## src/rtl/vid_timing_gen.sv

```systemverilog
`timescale 1ns/1ps
module vid_timing_gen #(
  parameter int CW       = 12,
  parameter int PW       = 16,
  parameter int DEF_HTOT = 2200,
  parameter int DEF_HSW  = 44,
  parameter int DEF_HMIN = 192,
  parameter int DEF_HMAX = 2112,
  parameter int DEF_VTOT = 1125,
  parameter int DEF_VSW  = 5,
  parameter int DEF_VMIN = 41,
  parameter int DEF_VMAX = 1121
) (
  input  logic          clk,
  input  logic          rst,
  input  logic          run_en,
  input  logic          pat_en,
  input  logic [PW-1:0] pat_color,
  input  logic [CW-1:0] cfg_htot,
  input  logic [CW-1:0] cfg_hsw,
  input  logic [CW-1:0] cfg_hmin,
  input  logic [CW-1:0] cfg_hmax,
  input  logic [CW-1:0] cfg_vtot,
  input  logic [CW-1:0] cfg_vsw,
  input  logic [CW-1:0] cfg_vmin,
  input  logic [CW-1:0] cfg_vmax,
  input  logic [PW-1:0] s_data,
  input  logic          s_valid,
  output logic          s_req,
  output logic          hsync,
  output logic          vsync,
  output logic          de,
  output logic [PW-1:0] pix
);

  logic          run_q, pat_q, active, pat_mode;
  logic [CW-1:0] hc, vc;
  logic [CW-1:0] sh_htot, sh_hsw, sh_hmin, sh_hmax;
  logic [CW-1:0] sh_vtot, sh_vsw, sh_vmin, sh_vmax;

  wire start     = run_en & ~run_q;
  wire line_end  = hc == sh_htot - CW'(1);
  wire last_line = vc == sh_vtot - CW'(1);
  wire load      = run_en & (start | (active & line_end & last_line));

  always_ff @(posedge clk) begin
    if (rst) begin
      run_q    <= 1'b1;
      pat_q    <= 1'b1;
      active   <= 1'b0;
      pat_mode <= 1'b0;
      hc       <= '0;
      vc       <= '0;
    end else begin
      run_q    <= run_en;
      pat_q    <= pat_en;
      pat_mode <= pat_en & (pat_mode | ~pat_q);
      if (!run_en) begin
        active <= 1'b0;
      end else if (start) begin
        active <= 1'b1;
        hc     <= '0;
        vc     <= '0;
      end else if (active) begin
        if (line_end) begin
          hc <= '0;
          vc <= last_line ? '0 : vc + CW'(1);
        end else begin
          hc <= hc + CW'(1);
        end
      end
    end
  end

  always_ff @(posedge clk) begin
    if (rst) begin
      sh_htot <= CW'(DEF_HTOT);
      sh_hsw  <= CW'(DEF_HSW);
      sh_hmin <= CW'(DEF_HMIN);
      sh_hmax <= CW'(DEF_HMAX);
      sh_vtot <= CW'(DEF_VTOT);
      sh_vsw  <= CW'(DEF_VSW);
      sh_vmin <= CW'(DEF_VMIN);
      sh_vmax <= CW'(DEF_VMAX);
    end else if (load) begin
      sh_htot <= cfg_htot;
      sh_hsw  <= cfg_hsw;
      sh_hmin <= cfg_hmin;
      sh_hmax <= cfg_hmax;
      sh_vtot <= cfg_vtot;
      sh_vsw  <= cfg_vsw;
      sh_vmin <= cfg_vmin;
      sh_vmax <= cfg_vmax;
    end
  end

  wire h_act = (hc >= sh_hmin) && (hc < sh_hmax);
  wire v_act = (vc >= sh_vmin) && (vc < sh_vmax);

  assign hsync = active && (hc < sh_hsw);
  assign vsync = active && (vc < sh_vsw);
  assign de    = active && h_act && v_act;
  assign s_req = de && !pat_mode;
  assign pix   = !de      ? '0 :
                 pat_mode ? pat_color :
                 s_valid  ? s_data : '0;

endmodule

```

## config.mk

```make
export PLATFORM = sky130hd
export DESIGN_NAME = vid_timing_gen
export DESIGN_NICKNAME = d
export VERILOG_FILES = /design/src/rtl/vid_timing_gen.sv
export SDC_FILE = /design/constraint.sdc
export NUM_CORES = 1
export LEC_CHECK = 0
export BUFFER_PORTS_ARGS = -buffer_cell sky130_fd_sc_hd__buf_2
export CORE_ASPECT_RATIO = 1.5
export CORE_MARGIN = 2
export CORE_UTILIZATION = 39
export DETAILED_ROUTE_END_ITERATION = 10
export GPL_TIMING_DRIVEN = 0
export SYNTH_ARGS = -nofsm -noshare
export SYNTH_HDL_FRONTEND = slang
export SYNTH_SLANG_ARGS = --single-unit
```

## constraint.sdc

```tcl
create_clock -name clk -period 5.8 [get_ports clk]
set_input_delay 0.58 -clock clk [delete_from_list [all_inputs] [get_ports clk]]
set_output_delay 0.58 -clock clk [all_outputs]
set_load 0.01 [all_outputs]
```

[Yosys cells after proc, flatten, opt, wreduce, memory -nomap -nowiden]
Index checks and enable logic that the tools add are counted.
Widths: inputs -> output; s select.
Word-level totals
  logic and storage cells: 59
  bits in registers: 124
  output and inout bits: 20
  input port bits: 133
Cells by class
  bitwise gates (word level): 10
  reduce and logical (&&, ||, !) cells: 13
  magnitude comparators: 6
  muxes and demuxes: 10
  add/subtract/negate cells: 4
  equality and inequality tests: 2
Operators with widths (count)
  $mux 12: 7
  $lt 12x12->1: 4
  $mux 16: 3
  $add 12x1->12 const B: 2
  $eq 12x12->1: 2
  $ge 12x12->1: 2
  $sub 12x1->12 const B: 2
  $logic_and 1x1->1: 7
  $and 1x1->1: 5
  $reduce_bool 2->1: 2
  $not 1->1: 3
  $reduce_and 3->1: 1
  $or 1x1->1: 2
  $reduce_and 2->1: 1
  $reduce_or 2->1: 1
  $logic_not 1->1: 1

[Depth between registers and ports, before layout]
Gate-level depths: netlist of the first run.
  depth in word-level cells: 6
  depth in mapped cells: 12
  gate-level depth less buffers: 10

[Worst setup path after synthesis of the first run]
No wires, ideal clock.
  path kind: register to output
  start: register hc[0]
  end: output pix[10]
  data required time: 5220 ps
  stages on the path, launching flop included: 13
  slack: 2493 ps
  buffers on the path: 2
  arrival: 2727 ps
  cells stage by stage: dfxtp_1 > inv_1 > ha_1 > nand2b_1 > a21o_1 > a21o_1 > a21o_1 > a21o_1 > a2111oi_0 > o21a_1 > clkbuf_1 > clkbuf_1 > nor3_1
Between the ends
  cells in the longest elaborated chain, start to end: 5
  elaborated cells between the ends (all ways): 6
  those cells by class: order compare (2); mux (1); reduce/logical (3)
Ends and longest elaborated chain
  from (decl): RTL line 37  | logic [CW-1:0] hc, vc;
  from (signal assigned): RTL line 69  | hc <= hc + CW'(1);
  $ge 12x12->1 / $lt 12x12->1 (equally long branches): RTL line 97  | wire h_act = (hc >= sh_hmin) && (hc < sh_hmax);
  $logic_and 1x1->1 (*): RTL line 97
  $logic_and 1x1->1 (*) (2 in series): RTL line 102  | assign de = active && h_act && v_act;
  $mux 16 (*): RTL line 104  | assign pix = !de ? '0 :
  to (decl): RTL line 33  | output logic [PW-1:0] pix
Mark *: on every way between the ends. The rest lies on a longest branch, timed or not.

[Final worst setup path of the first run]
  start: register hc[0]
  end: output pix[14]
The elaborated chain is that of the path after synthesis.

==> run metrics, run 1 <==
cts repair resizes 0; global route overflow 0; FILL cells 1908; core box area 0.01862 mm²; shortest period the worst path allows 4378 ps; number of synthesized register bits 124; CP Launch Type register; Final #Nets 1242; cts hold-fix bufs 0; hold path cells 2; WS Path Type register to primary output; crit end category primary output; Routed WL per cell 15.96 µm; number of antenna violations at the first check in global routing 1; IO Count 153; clock buffer depth 2; area leader, netlist dfxtp_1; H-tree lvl count 4; CTS clk-pin slew, worst paths 50 ps; Buffers on Ports 152; final setup TNS 0 ps; Total Routing Usage GR 21.38%; setup bufs post-CTS 0; Max Cap Viol 0; largest cells by area after synthesis dfxtp_1 33%, ha_1 12%, mux2i_1 9.9%, nor2_1 6.5%, inv_1 4.4%; Worst-Margin Slew 755.5 ps; Final period util 75.49%; routability cong. 0.8858; DR vias/cell 5.075; Final Max Slew Viols 0; number of flops mapped to enable cells by yosys 0; Syn. warnings 0; Setup Skew 10.61 ps; CP Max Fanout 10; clk root buf clkbuf_16; crit path DAT 3800 ps; Reg2Reg Setup Slack 2400 ps; clock latency at the later pin of the worst-skew pair 430 ps; Die ar. 0.02014 mm²; Final setup viols 0; prevailing post-synth register cell dfxtp_1; Critical R2R Launch sh_htot[2]; Rel. slew slack 49.64%; initial drt markers 275; worst vdd ir 0.1908 mV; Initial Util 39.79%; Synth top area share 33.50%; Worst R2R Path Depth 12; vias 6613; number of global-route vias before repair 6558; Detail Placement HPWL 15.99 mm; RSZ-0062 raised after global routing false; chip width 116.6 µm; Final Hold Vio Count 0; CTS tree done; HP Start cfg_vmax[10]; largest net degree at the start of global routing 17; Hold EP sh_vmax[10]; Mapped Area 0.007411 mm²; Syn Area/Cell 8.558 µm²; # clock sinks 124; Post-Route WL 20.80 mm; fmax 228.4 MHz; Remaining DRCs 0; ys async rst share 0%; Cells after Synth 866; first-pass GRT wire length 33.40 mm; die height 172.8 µm; CP required 5220 ps; Lkg Pwr 3.954 nW; status finished clean; pwr dens 248.9 mW/mm²; Cell variety after synth 56; share of cells above drive strength 1 19.90%; P&R area growth vs syn 23.15%; FF-to-FF End sh_vtot[11]; CTS buffer count 17; Finished Core Util 49.01%; Worst Hold Class input pin to register; part of the Yosys area used for sequential elements 33.50%; std cell rows 61; Syn Nets 1071; Initial DRT Pass Iterations 5; Detail Route Antenna Nets 0
layer usage:
layer  wire (µm)  part of all wire [%]  vias to the layer above  track usage (%)
met2       10840                    52                      149            37.89
met1        8551                    41                     3045            24.55
met3         828                   4.0                       43            3.926
li1            -                     -                     3376                -
met4         583                   2.8                        0            9.363
met5           0                     0                        -                0
through the flow:
stage	std cells	hold WS, ps	setup WS, ps	total power [mW]	area, µm²
after CTS	1302	347.3	1424	2.286	9124
after global placement	1270	473.8	1883	1.134	8487
after global routing	1303	353.5	1170	2.357	9126
after floorplan	866	460.4	2493	1.047	7411
final	1303	354.0	1422	2.271	9126
after detailed placement	1270	481.7	1894	1.136	8487
how the worst max path moves through the flow:
stage	slack, ps	end	start	depth (start not counted)
finish	1420	pix[14]	hc[0]	13
global route	1170	pix[14]	hc[0]	13
CTS	1420	pix[14]	hc[0]	13
detailed placement	1890	pix[14]	hc[0]	13
global placement	1880	pix[14]	hc[0]	13
floorplan	2490	pix[10]	hc[0]	12
final cells by class:
type                       instances  area [µm²]  area share, %
sequential                       124        2482          27.20
tap                              252       315.3          3.455
antenna                            1       2.502        0.02742
buffer                            44       232.7          2.550
multi-input combinational        612        4373          47.92
inverter                          86       322.8          3.537
clock inverter                    10       162.7          1.782
timing repair buffer             152       760.7          8.336
clock buffer                      22       474.2          5.196
critical path, cell delays in order, from the launching register on:
cell       delay, ps
dfxtp_1          580
inv_1             90
ha_1             290
nand2b_1         140
a21o_1           170
a21o_1           170
a21o_1           160
a21o_1           170
a2111oi_0        390
o21a_1           200
clkbuf_1         330
clkbuf_1         370
nor3_1           150
buf_2            170
placed cells by master (no fill, tap or decap), types with 4 or more instances in the layout:
cell type	instances
a2111oi_0	4
a211o_1	15
a211oi_1	5
a21o_1	20
a21oi_1	33
a22oi_1	16
and3_1	7
buf_2	158
buf_6	8
bufinv_16	4
clkbuf_1	30
clkbuf_16	17
dfxtp_1	124
ha_1	72
inv_1	86
mux2i_1	73
nand2_1	22
nand2b_1	10
nand3_1	12
nand3b_1	4
nand4_1	10
nor2_1	129
nor3_1	40
nor3b_1	5
nor4_1	6
o211ai_1	5
o21a_1	10
o21ai_0	20
or2_2	6
or3_1	6
or4_1	5
xnor2_1	17
xor2_1	21
cell families after synthesis:
logic type / Yosys count / synth area share [%]
fa+ha+maj: 72 / 12.16
buf+inv: 130 / 7.496
simple gates: 272 / 17.58
compound gates: 157 / 14.93
flops: 124 / 33.50
mux: 73 / 9.860
xor+xnor: 38 / 4.491
power breakdown:
part | total [mW] | switching [mW] | internal, mW
sequential | 0.898 | 0.0193 | 0.879
combinational | 0.220 | 0.115 | 0.105
clock | 1.15 | 0.401 | 0.752
synthesized netlist by cell type, types with 7 or more instances:
master	count
buf_6	8
a211o_1	15
nand2b_1	10
nor2_1	129
inv_1	86
nand2_1	22
nand3_1	12
o21ai_0	20
xor2_1	21
nand4_1	10
mux2i_1	73
ha_1	72
a22oi_1	16
and3_1	7
a21o_1	20
o21a_1	10
a21oi_1	33
dfxtp_1	124
nor3_1	40
xnor2_1	17
clkbuf_1	28
Note: power is estimated with default switching activity, not from simulation.
==> inputs of run 2 (changes only) <==
ABC_AREA = 1   (was not set)
clock period = 3.9 ns   (was 5.8 ns; I/O delays follow)
==> run 2 against run 1 <==
  * Sequential power is 44% higher
  * Synthesized cell count is 57% higher
  * Global-route usage is 1.4 points higher
  * First-iteration DRC count is 55% higher
  * Count of clock-buffer cells in the layout is 1 lower
  * Die area is 16% higher
  * Critical path type unchanged
  * Critical endpoint is now pix[10]
  * Largest cell class unchanged
  * Highest routed layer unchanged
==> run metrics, run 2 <==
switching share of power 24.90% (+1.4 points); vias 8882 (+34%); most frequent cells in the layout 339 x nand2_1, 274 x inv_1, 171 x buf_2; Reg2Reg Setup Slack 1020 ps (-1380 ps); fmax 296.6 MHz; largest cells by area after synthesis dfxtp_1 29%, nand2_1 15%, inv_1 12%, ha_1 10%, nand4_1 8.3%; Syn. warnings 0 (unchanged); Initial DRT Pass Iterations 5 (unchanged); DR vias/cell 4.894 (-3.6%); Remaining DRCs 0 (unchanged); Clock Power Share 51.2% (+0.4 points); Worst Hold Class input pin to register; area leader, netlist dfxtp_1; Detail Placement HPWL 20.27 mm (+27%); shortest period the worst path allows 3371 ps; Cell variety after synth 37 (-34%); crit end category primary output; Die ar. 0.02330 mm² (+16%); pwr dens 314.8 mW/mm² (+27%); Setup Skew 11.83 ps (+1.216 ps); Routed WL per cell 14.54 µm (-8.9%); number of synthesized register bits 124 (unchanged); CP Max Fanout 10 (unchanged); clk root buf clkbuf_16; design internal power 2.440 mW (+41%); number of global-route vias before repair 8344 (+27%); crit path DAT 2980 ps (-820 ps); WS Path Type register to primary output; chip width 125.3 µm (+7.5%); Worst-Margin Slew 756.5 ps (+1.012 ps); CTS tree done; crit path from hc[5]; Final #Nets 1735 (+40%); commonest non-fill, non-tap cell in the layout nand2_1; setup bufs post-CTS 0 (unchanged); Synth top cells by count 339 x nand2_1, 274 x inv_1, 153 x nor2_1; CP Launch Type register; Sw Pwr 0.8091 mW (+51%); number of flops mapped to enable cells by yosys 0 (unchanged); cts repair resizes 0 (unchanged); Seq pwr share 39.7% (about the same); worst vdd ir 0.3114 mV (+63%); Detail Route Antenna Nets 0 (unchanged); final setup TNS 0 ps (unchanged); CP Capture Point pix[10]; CP required 3510 ps (-1710 ps); std cell rows 66 (+8.2%); clock latency at the later pin of the worst-skew pair 430 ps (about the same); cts hold-fix bufs 0 (unchanged); routability cong. 0.9309 (+5.1%); P&R area growth vs syn 19.90%; Antenna Cells 0 (-1); die height 186.0 µm (+7.6%); combinational power share 9.0% (-0.7 points); Post-Route WL 26.40 mm (+27%); RSZ-0062 raised after global routing false; ys async rst share 0% (unchanged); Final setup viols 0 (unchanged); first-pass GRT wire length 41.86 mm (+25%); Synth top area share 28.84% (-4.7 points); Multi-input gate area 0.004762 mm² (+8.9%); Final period util 86.45%; H-tree lvl count 4 (unchanged); status finished clean; # clock sinks 124 (unchanged); FILL cells 2370 (+24%); Final Hold Vio Count 0 (unchanged); global route overflow 0 (unchanged); Reg area 0.002482 mm² (unchanged); Initial Util 39.64% (-0.16 points); Mapped Area 0.008608 mm² (+16%); prevailing post-synth register cell dfxtp_1; Max Cap Viol 0 (unchanged); FF-to-FF End sh_htot[1]; core box area 0.02172 mm² (+17%); number of antenna violations at the first check in global routing 0 (-1); final instance area 0.01032 mm² (+13%); Tot Pwr 3.249 mW (+43%); Rel. slew slack 49.57% (-0.067 points); Syn Nets 1564 (+46%); IO Count 153 (unchanged); most common cell in the synthesized netlist nand2_1; share of cells above drive strength 1 14.71% (-5.2 points); Total Routing Usage GR 22.83% (+1.4 points); Syn Area/Cell 6.334 µm² (-26%); CTS buffer count 17 (unchanged); clock buffer depth 2 (unchanged); Buffers on Ports 152 (unchanged); Lkg Pwr 5.568 nW (+41%); placed instance area 0.009709 mm² (+14%); initial drt markers 425 (+55%); Critical R2R Launch sh_htot[0]; CTS clk-pin slew, worst paths 60 ps (about the same); Worst R2R Path Depth 15 (+3); largest net degree at the start of global routing 17 (unchanged); part of the Yosys area used for sequential elements 28.84% (-4.7 points); Cells after Synth 1359 (+57%); Final Max Slew Viols 0 (unchanged)
## run 2: cell count changes in the layout (fill, tap and decap cells not counted), moves of 16 or more
cell / before / now
nor3_1: 40 / 24
nand3_1: 12 / 66
nand4_1: 10 / 114
inv_1: 86 / 274
mux2i_1: 73 / 0
nand2_1: 22 / 339
a21o_1: 20 / 1
nor2_1: 129 / 153
## run 2: worst min-delay path by stage
stage	cells past startpoint	to	from
2_1_floorplan	1	pat_mode	pat_q
3_3_place_gp	1	pat_mode	pat_q
3_5_place_dp	1	pat_mode	pat_q
4_1_cts	3	pat_q	pat_en
5_1_grt	3	pat_q	pat_en
6_report	3	pat_q	pat_en
## run 2: cell type report
type                    count  share of cell area, %
repair buffers            152                  7.371
flip-flops and latches    124                  24.05
plain buffers              63                  3.031
well taps                 272                  3.297
multi-input cells         892                  46.14
inverters                 280                  10.18
clock buffers              21                  4.558
clock inverters            11                  1.370
## run 2: layer usage
metal  GRT usage [%]  vias up  part of all wire (%)
met1           24.95     3961                    40
li1                -     4632                     -
met4           11.82        0                   4.4
met2           42.43      223                    52
met3           3.593       66                   3.7
met5               0        -                     0
## run 2: worst max-delay path, cell delays in order, from the launching register on
cell and delay, ps:
dfxtp_1 610, ha_1 330, a21oi_1 160, o21a_1 130, o221ai_1 110, a21oi_1 130
nand3_1 400, clkbuf_1 340, nor3_1 180, buf_2 160
## run 2: cell families (layout without fill, tap and decap cells)
logic type | Yosys count | in the layout | share of synthesized area [%]
AOI/OAI and AO/OA | 86 | 86 | 6.047
xor gates and xnor gates | 23 | 23 | 2.500
adders and majority gates | 72 | 72 | 10.47
buffers and inverters | 343 | 527 | 15.84
DFF | 124 | 124 | 28.84
and+or+nand+nor | 711 | 711 | 36.31
## run 2: stage by stage
stage	cells	setup WS (ps)	utilization (%)	hold WS (ps)
finish	1815	528.6	47.52	160.0
global route	1815	351.3	47.52	182.6
CTS	1815	554.7	47.52	157.6
detailed placement	1783	924.1	44.71	398.2
global placement	1783	947.1	44.71	388.5
floorplan	1359	1621	-	386.5
## run 2: power groups by stage
stage               sequential, mW  combinational (mW)  clock [mW]
floorplan                     1.31               0.164           0
global placement              1.32               0.289           0
detailed placement            1.32               0.292           0
CTS                           1.29               0.294        1.68
global route                  1.29               0.330        1.74
finish                        1.29               0.294        1.66
